### config.mk
export PLATFORM = sky130hd
export DESIGN_NAME = cm_regbank
export DESIGN_NICKNAME = d
export VERILOG_FILES = /design/src/rtl/cm_pkg.sv /design/src/rtl/cm_refcount.sv /design/src/rtl/cm_intc.sv /design/src/rtl/cm_presence.sv /design/src/rtl/cm_regbank.sv
export SDC_FILE = /design/constraint.sdc
export NUM_CORES = 1
export LEC_CHECK = 0
export ABC_AREA = 1
export ABC_CLOCK_PERIOD_IN_PS = 3600
export BUFFER_PORTS_ARGS = -buffer_cell sky130_fd_sc_hd__buf_2
export CAP_MARGIN = 5
export CORE_ASPECT_RATIO = 0.9
export CORE_MARGIN = 5
export CORE_UTILIZATION = 45
export DETAILED_ROUTE_END_ITERATION = 6
export PLACE_DENSITY = 0.71
export SLEW_MARGIN = 20
export SYNTH_ARGS = -nofsm -noshare
export SYNTH_HDL_FRONTEND = slang
export SYNTH_SLANG_ARGS = --single-unit
### constraint.sdc
create_clock -name clk -period 3.6 [get_ports clk]
set_input_delay 0.54 -clock clk [delete_from_list [all_inputs] [get_ports clk]]
set_output_delay 0.54 -clock clk [all_outputs]
set_load 0.1 [all_outputs]
### src/rtl/cm_pkg.sv
package cm_pkg;
    // word addresses whose decode sets behaviour
    localparam logic [31:0] W_OSC      = 32'd0;
    localparam logic [31:0] W_CTRL     = 32'd3;
    localparam logic [31:0] W_LOCK     = 32'd5;
    localparam logic [31:0] W_AUX      = 32'd7;
    localparam logic [31:0] W_SDRAM    = 32'd8;
    localparam logic [31:0] W_INIT     = 32'd9;
    localparam logic [31:0] W_REFCNT   = 32'd10;
    localparam logic [31:0] W_FLG_SET  = 32'd12;
    localparam logic [31:0] W_FLG_CLR  = 32'd13;
    localparam logic [31:0] W_NVF_SET  = 32'd14;
    localparam logic [31:0] W_NVF_CLR  = 32'd15;
    localparam logic [31:0] W_ISTAT    = 32'd16;
    localparam logic [31:0] W_IRAW     = 32'd17;
    localparam logic [31:0] W_IEN_SET  = 32'd18;
    localparam logic [31:0] W_IEN_CLR  = 32'd19;
    localparam logic [31:0] W_SOFT_SET = 32'd20;
    localparam logic [31:0] W_SOFT_CLR = 32'd21;
    localparam logic [31:0] W_FSTAT    = 32'd24;
    localparam logic [31:0] W_FRAW     = 32'd25;
    localparam logic [31:0] W_FEN_SET  = 32'd26;
    localparam logic [31:0] W_FEN_CLR  = 32'd27;
    localparam logic [31:0] W_VOLT_LO  = 32'd32;
    localparam logic [31:0] W_VOLT_HI  = 32'd35;

    localparam logic [15:0] UNLOCK_KEY = 16'hA05F;

    localparam logic [31:0] RST_OSC   = 32'h0100_0048;
    localparam logic [31:0] RST_AUX   = 32'h0007_FEFF;
    localparam logic [31:0] RST_SDRAM = 32'h0001_1122;
    localparam logic [31:0] RST_INIT  = 32'h0000_0112;

    // identification text stored in the presence table
    localparam int          ID_BASE = 73;
    localparam int          ID_LEN  = 11;
    localparam logic [87:0] ID_TEXT = "CORE-MODULE";

    function automatic logic [7:0] presence_byte(input int idx);
        if (idx >= ID_BASE && idx < ID_BASE + ID_LEN)
            return ID_TEXT[8*(ID_LEN-1-(idx-ID_BASE)) +: 8];
        return 8'h00;
    endfunction
endpackage

### src/rtl/cm_refcount.sv
module cm_refcount #(
    parameter int CNT_W = 32
) (
    input  logic             clk,
    input  logic             rst_n,
    input  logic             tick_i,
    output logic [CNT_W-1:0] count_o
);
    logic [CNT_W-1:0] cnt_d, cnt_q;

    always_comb begin
        cnt_d = cnt_q;
        if (tick_i) cnt_d = cnt_q + 1'b1;
    end

    always_ff @(posedge clk or negedge rst_n) begin
        if (!rst_n) cnt_q <= '0;
        else        cnt_q <= cnt_d;
    end

    assign count_o = cnt_q;
endmodule

### src/rtl/cm_intc.sv
module cm_intc #(
    parameter int DATA_W = 32
) (
    input  logic              clk,
    input  logic              rst_n,
    input  logic [DATA_W-1:0] wdata_i,
    input  logic              ien_set_i,
    input  logic              ien_clr_i,
    input  logic              fen_set_i,
    input  logic              fen_clr_i,
    input  logic              soft_set_i,
    input  logic              soft_clr_i,
    output logic [DATA_W-1:0] level_o,
    output logic [DATA_W-1:0] ien_o,
    output logic [DATA_W-1:0] fen_o,
    output logic              irq_o,
    output logic              fiq_o
);
    typedef struct packed {
        logic              lvl;
        logic [DATA_W-1:0] ien;
        logic [DATA_W-1:0] fen;
    } ic_t;

    ic_t ic_d, ic_q;

    always_comb begin
        ic_d = ic_q;
        if (ien_set_i)  ic_d.ien = ic_q.ien | wdata_i;
        if (ien_clr_i)  ic_d.ien = ic_q.ien & ~wdata_i;
        if (fen_set_i)  ic_d.fen = ic_q.fen | wdata_i;
        if (fen_clr_i)  ic_d.fen = ic_q.fen & ~wdata_i;
        if (soft_set_i && wdata_i[0]) ic_d.lvl = 1'b1;
        if (soft_clr_i && wdata_i[0]) ic_d.lvl = 1'b0;
    end

    always_ff @(posedge clk or negedge rst_n) begin
        if (!rst_n) ic_q <= '0;
        else        ic_q <= ic_d;
    end

    assign level_o = {{(DATA_W-1){1'b0}}, ic_q.lvl};
    assign ien_o   = ic_q.ien;
    assign fen_o   = ic_q.fen;
    assign irq_o   = |(level_o & ic_q.ien);
    assign fiq_o   = |(level_o & ic_q.fen);
endmodule

### src/rtl/cm_presence.sv
module cm_presence #(
    parameter int DEPTH = 128,
    parameter int IDX_W = $clog2(DEPTH)
) (
    input  logic [IDX_W-1:0] idx_i,
    output logic [7:0]       byte_o
);
    logic [7:0] tbl [DEPTH];

    for (genvar gi = 0; gi < DEPTH; gi++) begin : g_ent
        assign tbl[gi] = cm_pkg::presence_byte(gi);
    end

    assign byte_o = tbl[idx_i];
endmodule

### src/rtl/cm_regbank.sv
module cm_regbank #(
    parameter int ADDR_W    = 7,
    parameter int DATA_W    = 32,
    parameter int CNT_W     = 32,
    parameter int TBL_DEPTH = 128
) (
    input  logic              clk,
    input  logic              rst_n,
    input  logic              bus_sel_i,
    input  logic              bus_wr_i,
    input  logic [ADDR_W-1:0] bus_addr_i,
    input  logic [DATA_W-1:0] bus_wdata_i,
    input  logic              tick_i,
    output logic              bus_rvalid_o,
    output logic [DATA_W-1:0] bus_rdata_o,
    output logic              led_o,
    output logic              flash_at_zero_o,
    output logic              reset_req_o,
    output logic              irq_o,
    output logic              fiq_o,
    output logic              dec_err_o
);
    import cm_pkg::*;

    localparam int          TIDX_W = $clog2(TBL_DEPTH);
    localparam logic [31:0] WIN_LO = 32'(TBL_DEPTH / 2);
    localparam logic [31:0] WIN_HI = 32'(TBL_DEPTH - 1);

    typedef struct packed {
        logic [DATA_W-1:0] osc;
        logic [DATA_W-1:0] aux;
        logic [DATA_W-1:0] sdram;
        logic [DATA_W-1:0] init;
        logic [DATA_W-1:0] flags;
        logic [DATA_W-1:0] nvflags;
        logic [15:0]       key;
        logic              led;
        logic              remap;
        logic              rst_req;
        logic              dec_err;
        logic              rvalid;
        logic [DATA_W-1:0] rdata;
    } st_t;

    st_t st_d, st_q;

    logic [31:0]       widx;
    logic              wr_hit, rd_hit, unlocked;
    logic [DATA_W-1:0] rd_mux;
    logic [CNT_W-1:0]  refcnt;
    logic [7:0]        tbl_byte;
    logic [DATA_W-1:0] lvl, ien, fen;

    assign widx     = 32'(bus_addr_i);
    assign wr_hit   = bus_sel_i && bus_wr_i;
    assign rd_hit   = bus_sel_i && !bus_wr_i;
    assign unlocked = (st_q.key == UNLOCK_KEY);

    cm_refcount #(.CNT_W(CNT_W)) u_cnt (
        .clk(clk), .rst_n(rst_n), .tick_i(tick_i), .count_o(refcnt)
    );

    cm_presence #(.DEPTH(TBL_DEPTH), .IDX_W(TIDX_W)) u_tbl (
        .idx_i(bus_addr_i[TIDX_W-1:0]), .byte_o(tbl_byte)
    );

    cm_intc #(.DATA_W(DATA_W)) u_intc (
        .clk(clk), .rst_n(rst_n), .wdata_i(bus_wdata_i),
        .ien_set_i (wr_hit && widx == W_IEN_SET),
        .ien_clr_i (wr_hit && widx == W_IEN_CLR),
        .fen_set_i (wr_hit && widx == W_FEN_SET),
        .fen_clr_i (wr_hit && widx == W_FEN_CLR),
        .soft_set_i(wr_hit && widx == W_SOFT_SET),
        .soft_clr_i(wr_hit && widx == W_SOFT_CLR),
        .level_o(lvl), .ien_o(ien), .fen_o(fen),
        .irq_o(irq_o), .fiq_o(fiq_o)
    );

    // read data selection
    always_comb begin
        rd_mux = '0;
        if (widx >= WIN_LO && widx <= WIN_HI) begin
            rd_mux = DATA_W'(tbl_byte);
        end else begin
            case (widx)
                W_OSC:      rd_mux = st_q.osc;
                W_CTRL:     rd_mux = DATA_W'({st_q.remap, 1'b0, st_q.led});
                W_LOCK:     rd_mux = DATA_W'({unlocked, st_q.key});
                W_AUX:      rd_mux = st_q.aux;
                W_SDRAM:    rd_mux = st_q.sdram;
                W_INIT:     rd_mux = st_q.init;
                W_REFCNT:   rd_mux = DATA_W'(refcnt);
                W_FLG_SET:  rd_mux = st_q.flags;
                W_NVF_SET:  rd_mux = st_q.nvflags;
                W_ISTAT:    rd_mux = lvl & ien;
                W_IRAW:     rd_mux = lvl;
                W_IEN_SET:  rd_mux = ien;
                W_SOFT_SET: rd_mux = lvl;
                W_FSTAT:    rd_mux = lvl & fen;
                W_FRAW:     rd_mux = lvl;
                W_FEN_SET:  rd_mux = fen;
                default:    rd_mux = '0;
            endcase
        end
    end

    // next-state computation
    always_comb begin
        st_d         = st_q;
        st_d.rvalid  = rd_hit;
        st_d.rdata   = rd_hit ? rd_mux : '0;
        st_d.rst_req = 1'b0;
        st_d.dec_err = 1'b0;
        if (wr_hit) begin
            case (widx)
                W_OSC:      if (unlocked) st_d.osc = bus_wdata_i;
                W_AUX:      if (unlocked) st_d.aux = bus_wdata_i;
                W_CTRL: begin
                    st_d.led     = bus_wdata_i[0];
                    st_d.remap   = bus_wdata_i[2];
                    st_d.rst_req = bus_wdata_i[3];
                end
                W_LOCK:     st_d.key     = bus_wdata_i[15:0];
                W_SDRAM:    st_d.sdram   = bus_wdata_i;
                W_INIT:     st_d.init    = bus_wdata_i;
                W_FLG_SET:  st_d.flags   = st_q.flags | bus_wdata_i;
                W_FLG_CLR:  st_d.flags   = st_q.flags & ~bus_wdata_i;
                W_NVF_SET:  st_d.nvflags = st_q.nvflags | bus_wdata_i;
                W_NVF_CLR:  st_d.nvflags = st_q.nvflags & ~bus_wdata_i;
                W_IEN_SET, W_IEN_CLR, W_FEN_SET, W_FEN_CLR,
                W_SOFT_SET, W_SOFT_CLR: ;
                default: begin
                    if (!(widx >= W_VOLT_LO && widx <= W_VOLT_HI))
                        st_d.dec_err = 1'b1;
                end
            endcase
        end
    end

    always_ff @(posedge clk or negedge rst_n) begin
        if (!rst_n) begin
            st_q       <= '0;
            st_q.osc   <= RST_OSC;
            st_q.aux   <= RST_AUX;
            st_q.sdram <= RST_SDRAM;
            st_q.init  <= RST_INIT;
        end else begin
            st_q <= st_d;
        end
    end

    assign bus_rvalid_o    = st_q.rvalid;
    assign bus_rdata_o     = st_q.rdata;
    assign led_o           = st_q.led;
    assign flash_at_zero_o = !st_q.remap;
    assign reset_req_o     = st_q.rst_req;
    assign dec_err_o       = st_q.dec_err;
endmodule

# Word-level counts from Yosys, hierarchy flattened
# Memories as Yosys holds them, arrays and structs flattened.
# Cells that the tools add are included.
[totals] regBits=342 rom_bits=1024 output_inout_bits=39 word_cells=106 memories=1
[op_classes] add_sub_neg=1 order_cmp=5 eq_ne=21 muxes=17 bitwise=12 n_reduce_logical=32
[memory_table] memory="(no name shown)" depth=128 width=8 rd=1 rd_ports_with_merged_regs=0 wr=0 line_no="cm_presence.sv:14" source="assign byte_o = tbl[idx_i];"
[op_table] cell="$pmux W32 S14" count=1
[op_table] cell="$mux W32" count=6
[op_table] cell="$and A32 B32 Y32" count=4
[op_table] cell="$or A32 B32 Y32" count=4
[op_table] cell="$pmux W32 S2" count=2
[op_table] cell="$eq A7 B5 Y1 const B" count=10
[op_table] cell="$and A1 B32 Y32" count=2
[op_table] cell="$reduce_or A32 Y1" count=2
[op_table] cell="$eq A7 B4 Y1 const B" count=7
[op_table] cell="$add A32 B1 Y32 const B" count=1
[op_table] cell="$logic_not A32 Y1" count=1
[op_table] cell="$not A32 Y32" count=1
[op_table] cell="$eq A16 B16 Y1 const B" count=1
[op_table] cell="$mux W8" count=2
[op_table] cell="$reduce_or A16 Y1" count=1
[op_table] cell="$eq A7 B3 Y1 const B" count=2
[op_table] cell="$logic_and A1 B1 Y1" count=12
[op_table] cell="$reduce_and A2 Y1" count=6
[op_table] cell="$reduce_bool A2 Y1" count=5
[op_table] cell="$ge A8 B8 Y1 const B" count=1
[op_table] cell="$not A7 Y8" count=1
[op_table] cell="$eq A7 B2 Y1 const B" count=1
[op_table] cell="$ge A7 B6 Y1 const B" count=1
[op_table] cell="$ge A7 B7 Y1 const B" count=1
[op_table] cell="7 further kinds" count=13

# Depth between registers and ports, before layout
# Gate-level depths: netlist of the first run.
[depth] word_depth=6 mapped_depth=14 depth_no_buf=12

# By module
# Synthesis of the first run repeated with hierarchy kept, for this count alone.
[unflattened] cells_unflattened=2581 hier_area_um2=18479.0
[by_module_without_submodules] mod="cm_regbank" instances=1 cells_per_inst=1808 area_per_inst_um2=13051.3
[by_module_without_submodules] mod="cm_intc" instances=1 cells_per_inst=503 area_per_inst_um2=3439.5
[by_module_without_submodules] mod="cm_refcount" instances=1 cells_per_inst=229 area_per_inst_um2=1761.7
[by_module_without_submodules] mod="cm_presence" instances=1 cells_per_inst=41 area_per_inst_um2=226.5

# Least setup slack after synthesis of the first run
# Ideal clock, no wire load.
[synth_timing] path_type="input to register" start="input port bus_addr_i[1]" end="register st_q[153] in the netlist's numbering" t_arrival_ns=1.695 required_time_ns=3.470 setup_slack_ns=1.775 path_stages=8 path_cell_list="inv_1 -> ha_1 -> nand3_1 -> nor2_2 -> nand2_1 -> clkbuf_1 -> nand2_1 -> o21ai_0"
[synth_between] elab_chain_len=2
[synth_lines] item="from (decl)" line_no="cm_regbank.sv:11" source="input logic [ADDR_W-1:0] bus_addr_i,"
[synth_lines] item="$eq A7 B4 Y1" line_no="cm_regbank.sv:115" source="case (widx)"
[synth_lines] item="$reduce_and A2 Y1 (no line)"
[synth_lines] item="to (signal assigned)" line_no="cm_regbank.sv:148" source="st_q <= st_d;"
[synth_lines] item="to (decl)" line_no="cm_regbank.sv:45" source="st_t st_d, st_q;"
# Every way passes these cells.
# A chain may end at the register's enable or synchronous reset.

# Final worst setup path of the first run
[layout_timing] start="input port bus_addr_i[1]" end="register st_q[50] in the netlist's numbering"
[layout_between] elab_chain_len=2
[layout_lines] item="$eq A7 B3 Y1" line_no="cm_regbank.sv:115"
[layout_lines] item="$reduce_and A2 Y1 (no line)"
# Every way passes these cells.

==> results of run 1 <==
## through the flow
stage	utilization [%]	total power, mW
2_1_floorplan	-	4.64
5_1_grt	51.1	9.12
6_report	51.1	8.77
3_5_place_dp	47.5	4.93
4_1_cts	51.1	8.83
3_3_place_gp	47.5	4.90
## area by class of cell
cell class / count / area [µm²]
timing repair buffer: 116 / 776
clock buffer: 57 / 1130
fill: 3278 / 17200
inverter: 129 / 484
multi-input combinational: 1357 / 6290
antenna: 1 / 2.50
tap: 469 / 587
sequential: 342 / 8590
clock inverter: 12 / 126
## metal layers
metal  GRT usage [%]  wire, µm  part of all wire (%)  vias to the layer above
li1                -         -                     -                     6423
met4            6.10      1150                   2.4                        4
met3            4.67      3660                   7.8                       87
met5               0        21                 0.045                        -
met1            34.4     21100                    45                     6590
met2            36.5     21100                    45                      513
## logic make-up (layout without fill, tap and decap cells)
logic type,Yosys count,count (layout),share of synthesized area (%)
AO/OA/AOI/OAI,440,440,14.6
XOR/XNOR,24,24,1.31
adder cells (fa/ha/maj),7,7,0.544
buffers and inverters,253,314,7.62
flip-flops,342,342,53.4
other,0,1,0
AND/OR/NAND/NOR,886,886,22.5
## report_power, final
part           internal, mW  switching [mW]  total [mW]
clock network          2.33            1.58        3.90
registers              4.08           0.165        4.24
logic                 0.192           0.437       0.629
total                  6.59            2.18        8.77
## synth_stat cells (all sizes together)
master,count,share of area (%)
a21oi,126,4.0
a22o,6,0.33
a31oi,62,2.4
and2,1,0.039
and3,5,0.19
buf,90,3.8
clkbuf,34,0.81
clkinv,1,0.023
dfrtp,313,49
dfstp,29,4.7
ha,7,0.54
inv,128,3.0
nand2,650,15
nand3,72,2.3
nand3b,7,0.33
nand4,10,0.39
nor2,115,3.1
nor3,24,0.75
nor3b,1,0.047
nor4,1,0.039
o2111ai,2,0.11
o211ai,5,0.23
o21ai,237,7.5
o22ai,1,0.039
o31ai,1,0.047
xnor2,4,0.22
xor2,20,1.1
## cell usage in the layout, fill, tap and decap left out, drive strengths merged, types with 6 or more instances in the layout
master	synthesis	final
nor2	115	115
xor2	20	20
nand3	72	72
nand4	10	10
dfrtp	313	313
nand3b	7	7
ha	7	7
o21ai	237	237
nor3	24	24
clkbuf	34	57
a22o	6	6
a31oi	62	62
a21oi	126	126
buf	90	116
nand2	650	650
dfstp	29	29
inv	128	129
## final timing paths
path                            slack, ns  cells after the start            start        end
worst min register to register       0.47                      2        st_q[190]  st_q[190]
worst min-delay path                 0.09                      1            rst_n  st_q[222]
worst max register to register       1.24                      7         st_q[38]  st_q[227]
min in group clk                     0.29                      2  bus_wdata_i[20]       flop
worst max-delay path                 0.99                      7    bus_addr_i[1]   st_q[50]
max in group asynchronous            2.51                      2            rst_n  st_q[182]
==> impl_results.md, run 1 <==
* Status: completed
* DP Cell Count at 2413
* WP data arrival at 3.03 ns
* Post-Place Setup Slack at 0.509 ns
* Highest Clock Rate at 0.383 GHz
* Post-Syn Nets at 2003
* Overflow after GRT at 0
* Vias at 13.6k
* Pin count of the biggest net entering global routing at 111
* GRT Total Usage at 23.6%
* CTS tree: done
* Netlist cell types at 42
* Register area share after synthesis at 53.4%
* Worst Hold Class: in2async
* Max incr delay on CP at 0.75 ns
* First-iteration detailed-routing DRC count at 1482
* Worst VDD drop at 0.417 mV
* Share of layout cells above drive strength 1 at 12.2%
* Nets at 2035
* RSZ-0062 raised after global routing: no
* Root Buffer: clkbuf_16
* Num Clock Sinks at 342
* Final hold violations at 0
* Worst path required time at 4.02 ns
* Critical path class: in2reg
* PnR worst setup slack at 0.987 ns
* CTS resizes at 0
* Setup Total Neg Slack at 0 ns
* Final wirelength at 47000 µm
* Hold_ws at 0.0948 ns
* Fin crit period at 2.61 ns
* Critical path launch point type: primary input
* Worst slew pin tran at 1.09 ns
* Syn. warnings at 0
* Pleak at 8.62 nW
* H-tree depth at 2
* Buffers on Ports at 82
* Dpl hpwl at 30700 µm
* CTS Buf Count at 38
* Mean Syn Cell Area at 8.25 µm²
* Hold_buf cts at 0
* Post-Layout Inst Area at 18000 µm²
* Worst Path Max Fanout at 32
* Synth Instances at 1952
* Die Ht at 189 µm
* Worst Setup End Kind: flop
* Worst path slowest cell: nand2_1
* Cell family with most CP delay: simple AND/OR/NAND/NOR gates
* Buf/Inv on CP at 2
* Initial antenna violation count at 4
* TritonRoute pass-1 iters at 5
* Initial Util at 45.7%
* Area of the core at 35200 µm²
* PwrDens at 488 nW/µm²
* Die width at 209 µm
* Vias per cell at 5.48
* Layout area overhead at 11.7%
* Post-CTS Setup Bufs at 0
* Number of global-route vias before repair at 13.3k
* Clk_skew at 0.00891 ns
* First-pass GRT wire length at 75300 µm
* Final setup viols at 0
* Normalized max-slew margin at 27.4%
* Worst-path clk slew at 0.06 ns
* Worst-Skew Late Latency at 0.53 ns
* Post-route DRC at 0
* Standard-cell rows at 65
* Post-route non-filler standard cell count at 2483
* Max cap viols at 0
* Number of nets still failing antenna checks after routing at 0
* Critical path, cell by cell: buf_2 -> inv_1 -> ha_1 -> nand3_1 -> nor2_4 -> nand2_1 -> o21ai_0
* Post-Place Cell Area at 16700 µm²
* Maximum clock path buffer count at 3
* DR WL/cell at 18.9 µm
* Placer congestion estimate at 0.888
* Final Max Slew Viols at 0
* Die ar. at 39700 µm²
* Yosys reg bits at 342
* Final period utilization at 72.6%
* Num ports at 83
* Syn Std Cell Area at 16100 µm²
Power figures use the tool's default switching activity.
==> run 2: changes to the inputs <==
--- a/config.mk
+++ b/config.mk
@@ -6,14 +6,14 @@
 export NUM_CORES = 1
 export LEC_CHECK = 0
 export ABC_AREA = 1
-export ABC_CLOCK_PERIOD_IN_PS = 3600
+export ABC_CLOCK_PERIOD_IN_PS = 2300
 export BUFFER_PORTS_ARGS = -buffer_cell sky130_fd_sc_hd__buf_2
 export CAP_MARGIN = 5
 export CORE_ASPECT_RATIO = 0.9
 export CORE_MARGIN = 5
 export CORE_UTILIZATION = 45
 export DETAILED_ROUTE_END_ITERATION = 6
-export PLACE_DENSITY = 0.71
+export PLACE_DENSITY = 0.73
 export SLEW_MARGIN = 20
 export SYNTH_ARGS = -nofsm -noshare
 export SYNTH_HDL_FRONTEND = slang
==> constraint.sdc (replaced) <==
create_clock -name clk -period 2.3 [get_ports clk]
set_input_delay 0.345 -clock clk [delete_from_list [all_inputs] [get_ports clk]]
set_output_delay 0.345 -clock clk [all_outputs]
set_load 0.1 [all_outputs]
==> run 2 against run 1 <==
  * Sequential power grew 57%
  * Worst setup slack lost 0.71 ns
  * Highest routed layer unchanged
  * Die area unchanged
  * First-iteration DRC count shrank 8.7%
  * Sequential cell count did not move
  * Register-to-register slack worse by 0.96 ns
  * Combinational power increased by 58%
==> impl_results.md, run 2 (synthesis gave the netlist of run 1 again) <==
* Layout area overhead at 14.1%
* Maximum clock path buffer count at 3
* Initial antenna violation count at 1
* Hold_buf cts at 1
* Final setup viols at 0
* Hold_sp: bus_wdata_i[15]
* GRT Total Usage at 23.5%
* Post-CTS Setup Bufs at 0
* Commonest cells after routing, fill and taps aside: nand2_1 (641), dfrtp_1 (313), o21ai_0 (151)
* Num Clock Sinks at 342
* PwrDens at 750 nW/µm²
* Nets at 2061
* Fin crit period at 2.02 ns
* FF-to-FF setup slack at 0.28 ns
* Worst path required time at 2.72 ns
* Final wirelength at 47200 µm
* Multi-input logic area at 6290 µm²
* Clk pwr share at 44.6%
* Pin count of the biggest net entering global routing at 71
* CTS Buf Count at 38
* Worst Hold Class: in2reg
* DR WL/cell at 18.8 µm
* CTS resizes at 0
* Die ar. at 39700 µm²
* Worst-Skew Late Latency at 0.53 ns
* R2R Path Start: u_cnt.count_o[0]
* Initial Util at 45.7%
* Seq. cell area at 8590 µm²
* Standard-cell rows at 65
* Hold_ws at 0.0952 ns
* Die Ht at 189 µm
* Power share of the combinational group at 7.2%
* Setup Total Neg Slack at 0 ns
* CTS tree: done
* Num ports at 83
* Commonest non-fill, non-tap cell in the layout: nand2_1
* Clk_skew at 0.0226 ns
* Worst slew pin tran at 0.550 ns
* WP data arrival at 2.44 ns
* Vias at 13.9k
* Area of the core at 35200 µm²
* Fillers at 3230
* Buffers on Ports at 82
* DP Cell Count at 2438
* Pleak at 8.83 nW
* Pint at 10.4 mW
* Sequential Power Share at 48.2%
* Number of global-route vias before repair at 13.4k
* First-pass GRT wire length at 74900 µm
* Vias per cell at 5.54
* Root Buffer: clkbuf_16
* TritonRoute pass-1 iters at 6
* Max cap viols at 0
* Worst Setup End Kind: flop
* First-iteration detailed-routing DRC count at 1353
* Reg2reg path depth at 10
* Hold path depth at 2
* H-tree depth at 2
* Number of nets still failing antenna checks after routing at 0
* Worst VDD drop at 0.555 mV
* Critical path launch point type: flop
* Critical path class: reg2reg
* Reg-to-Reg End: u_cnt.count_o[28]
* Post-route non-filler standard cell count at 2510
* Final Max Slew Viols at 0
* Switching share of power at 24.9%
* Dpl hpwl at 31000 µm
* Highest Clock Rate at 0.495 GHz
* Share of layout cells above drive strength 1 at 13.2%
* Final hold violations at 0
* Overflow after GRT at 0
* Post-route DRC at 0
* Final period utilization at 87.8%
* Status: completed
* Die width at 209 µm
* Worst-path clk slew at 0.06 ns
* Placer congestion estimate at 0.906
* NetSw at 3.43 mW
* RSZ-0062 raised after global routing: no
* Worst Path Max Fanout at 6
* Normalized max-slew margin at 63.6%
## run 2: power groups by stage
stage / logic [mW] / clock network (mW) / registers, mW
2_1_floorplan: 0.580 / 0 / 6.68
3_3_place_gp: 0.966 / 0 / 6.72
3_5_place_dp: 0.995 / 0 / 6.74
4_1_cts: 1.00 / 6.23 / 6.63
5_1_grt: 1.14 / 6.48 / 6.68
6_report: 0.993 / 6.15 / 6.64
## run 2: routing by layer
| metal | up-vias | GRT usage, % | wire [µm] |
|---|---|---|---|
| met4 | 2 | 6.62 | 1120 |
| met5 | - | 0 | 12 |
| met3 | 84 | 4.67 | 4100 |
| met2 | 606 | 36.0 | 21200 |
| li1 | 6471 | - | - |
| met1 | 6739 | 34.2 | 20700 |
## run 2: worst max-delay path by stage
stage	cells past startpoint	slack (ns)	startpoint	endpoint
2_1_floorplan	8	0.67	bus_addr_i[1]	st_q[153]
6_report	10	0.28	u_cnt.count_o[0]	u_cnt.count_o[28]
5_1_grt	10	0.10	u_cnt.count_o[0]	u_cnt.count_o[28]
4_1_cts	10	0.33	u_cnt.count_o[0]	u_cnt.count_o[28]
3_3_place_gp	13	0.04	bus_addr_i[1]	bus_rdata_o[6]
3_5_place_dp	12	0.04	bus_addr_i[0]	bus_rdata_o[26]
## run 2: critical path, stage by stage (launching register included)
cell and delay [ns]:
dfrtp_1 0.48, ha_1 0.26, nand3_1 0.12, nor2_1 0.16, nand2_1 0.15, nor2_4 0.19
nand2_1 0.16, nor2_2 0.17, nand2_1 0.09, nor2_1 0.09, nor2_1 0.05
## run 2: through the flow
step | utilization, % | power (mW) | setup WS, ns | area [µm²]
detailed placement | 48.5 | 7.73 | 0.0402 | 17100
floorplan | - | 7.26 | 0.670 | 16100
CTS | 52.2 | 13.9 | 0.327 | 18400
global route | 52.2 | 14.3 | 0.102 | 18400
global placement | 48.5 | 7.69 | 0.0430 | 17100
finish | 52.2 | 13.8 | 0.280 | 18400
## run 2: final cells by class
type,count,area share (%)
multi-input combinational,1357,34.2
clock buffer,58,6.19
timing repair buffer,142,6.25
sequential,342,46.8
tap,469,3.19
clock inverter,12,0.722
inverter,129,2.64
antenna,1,0.0136
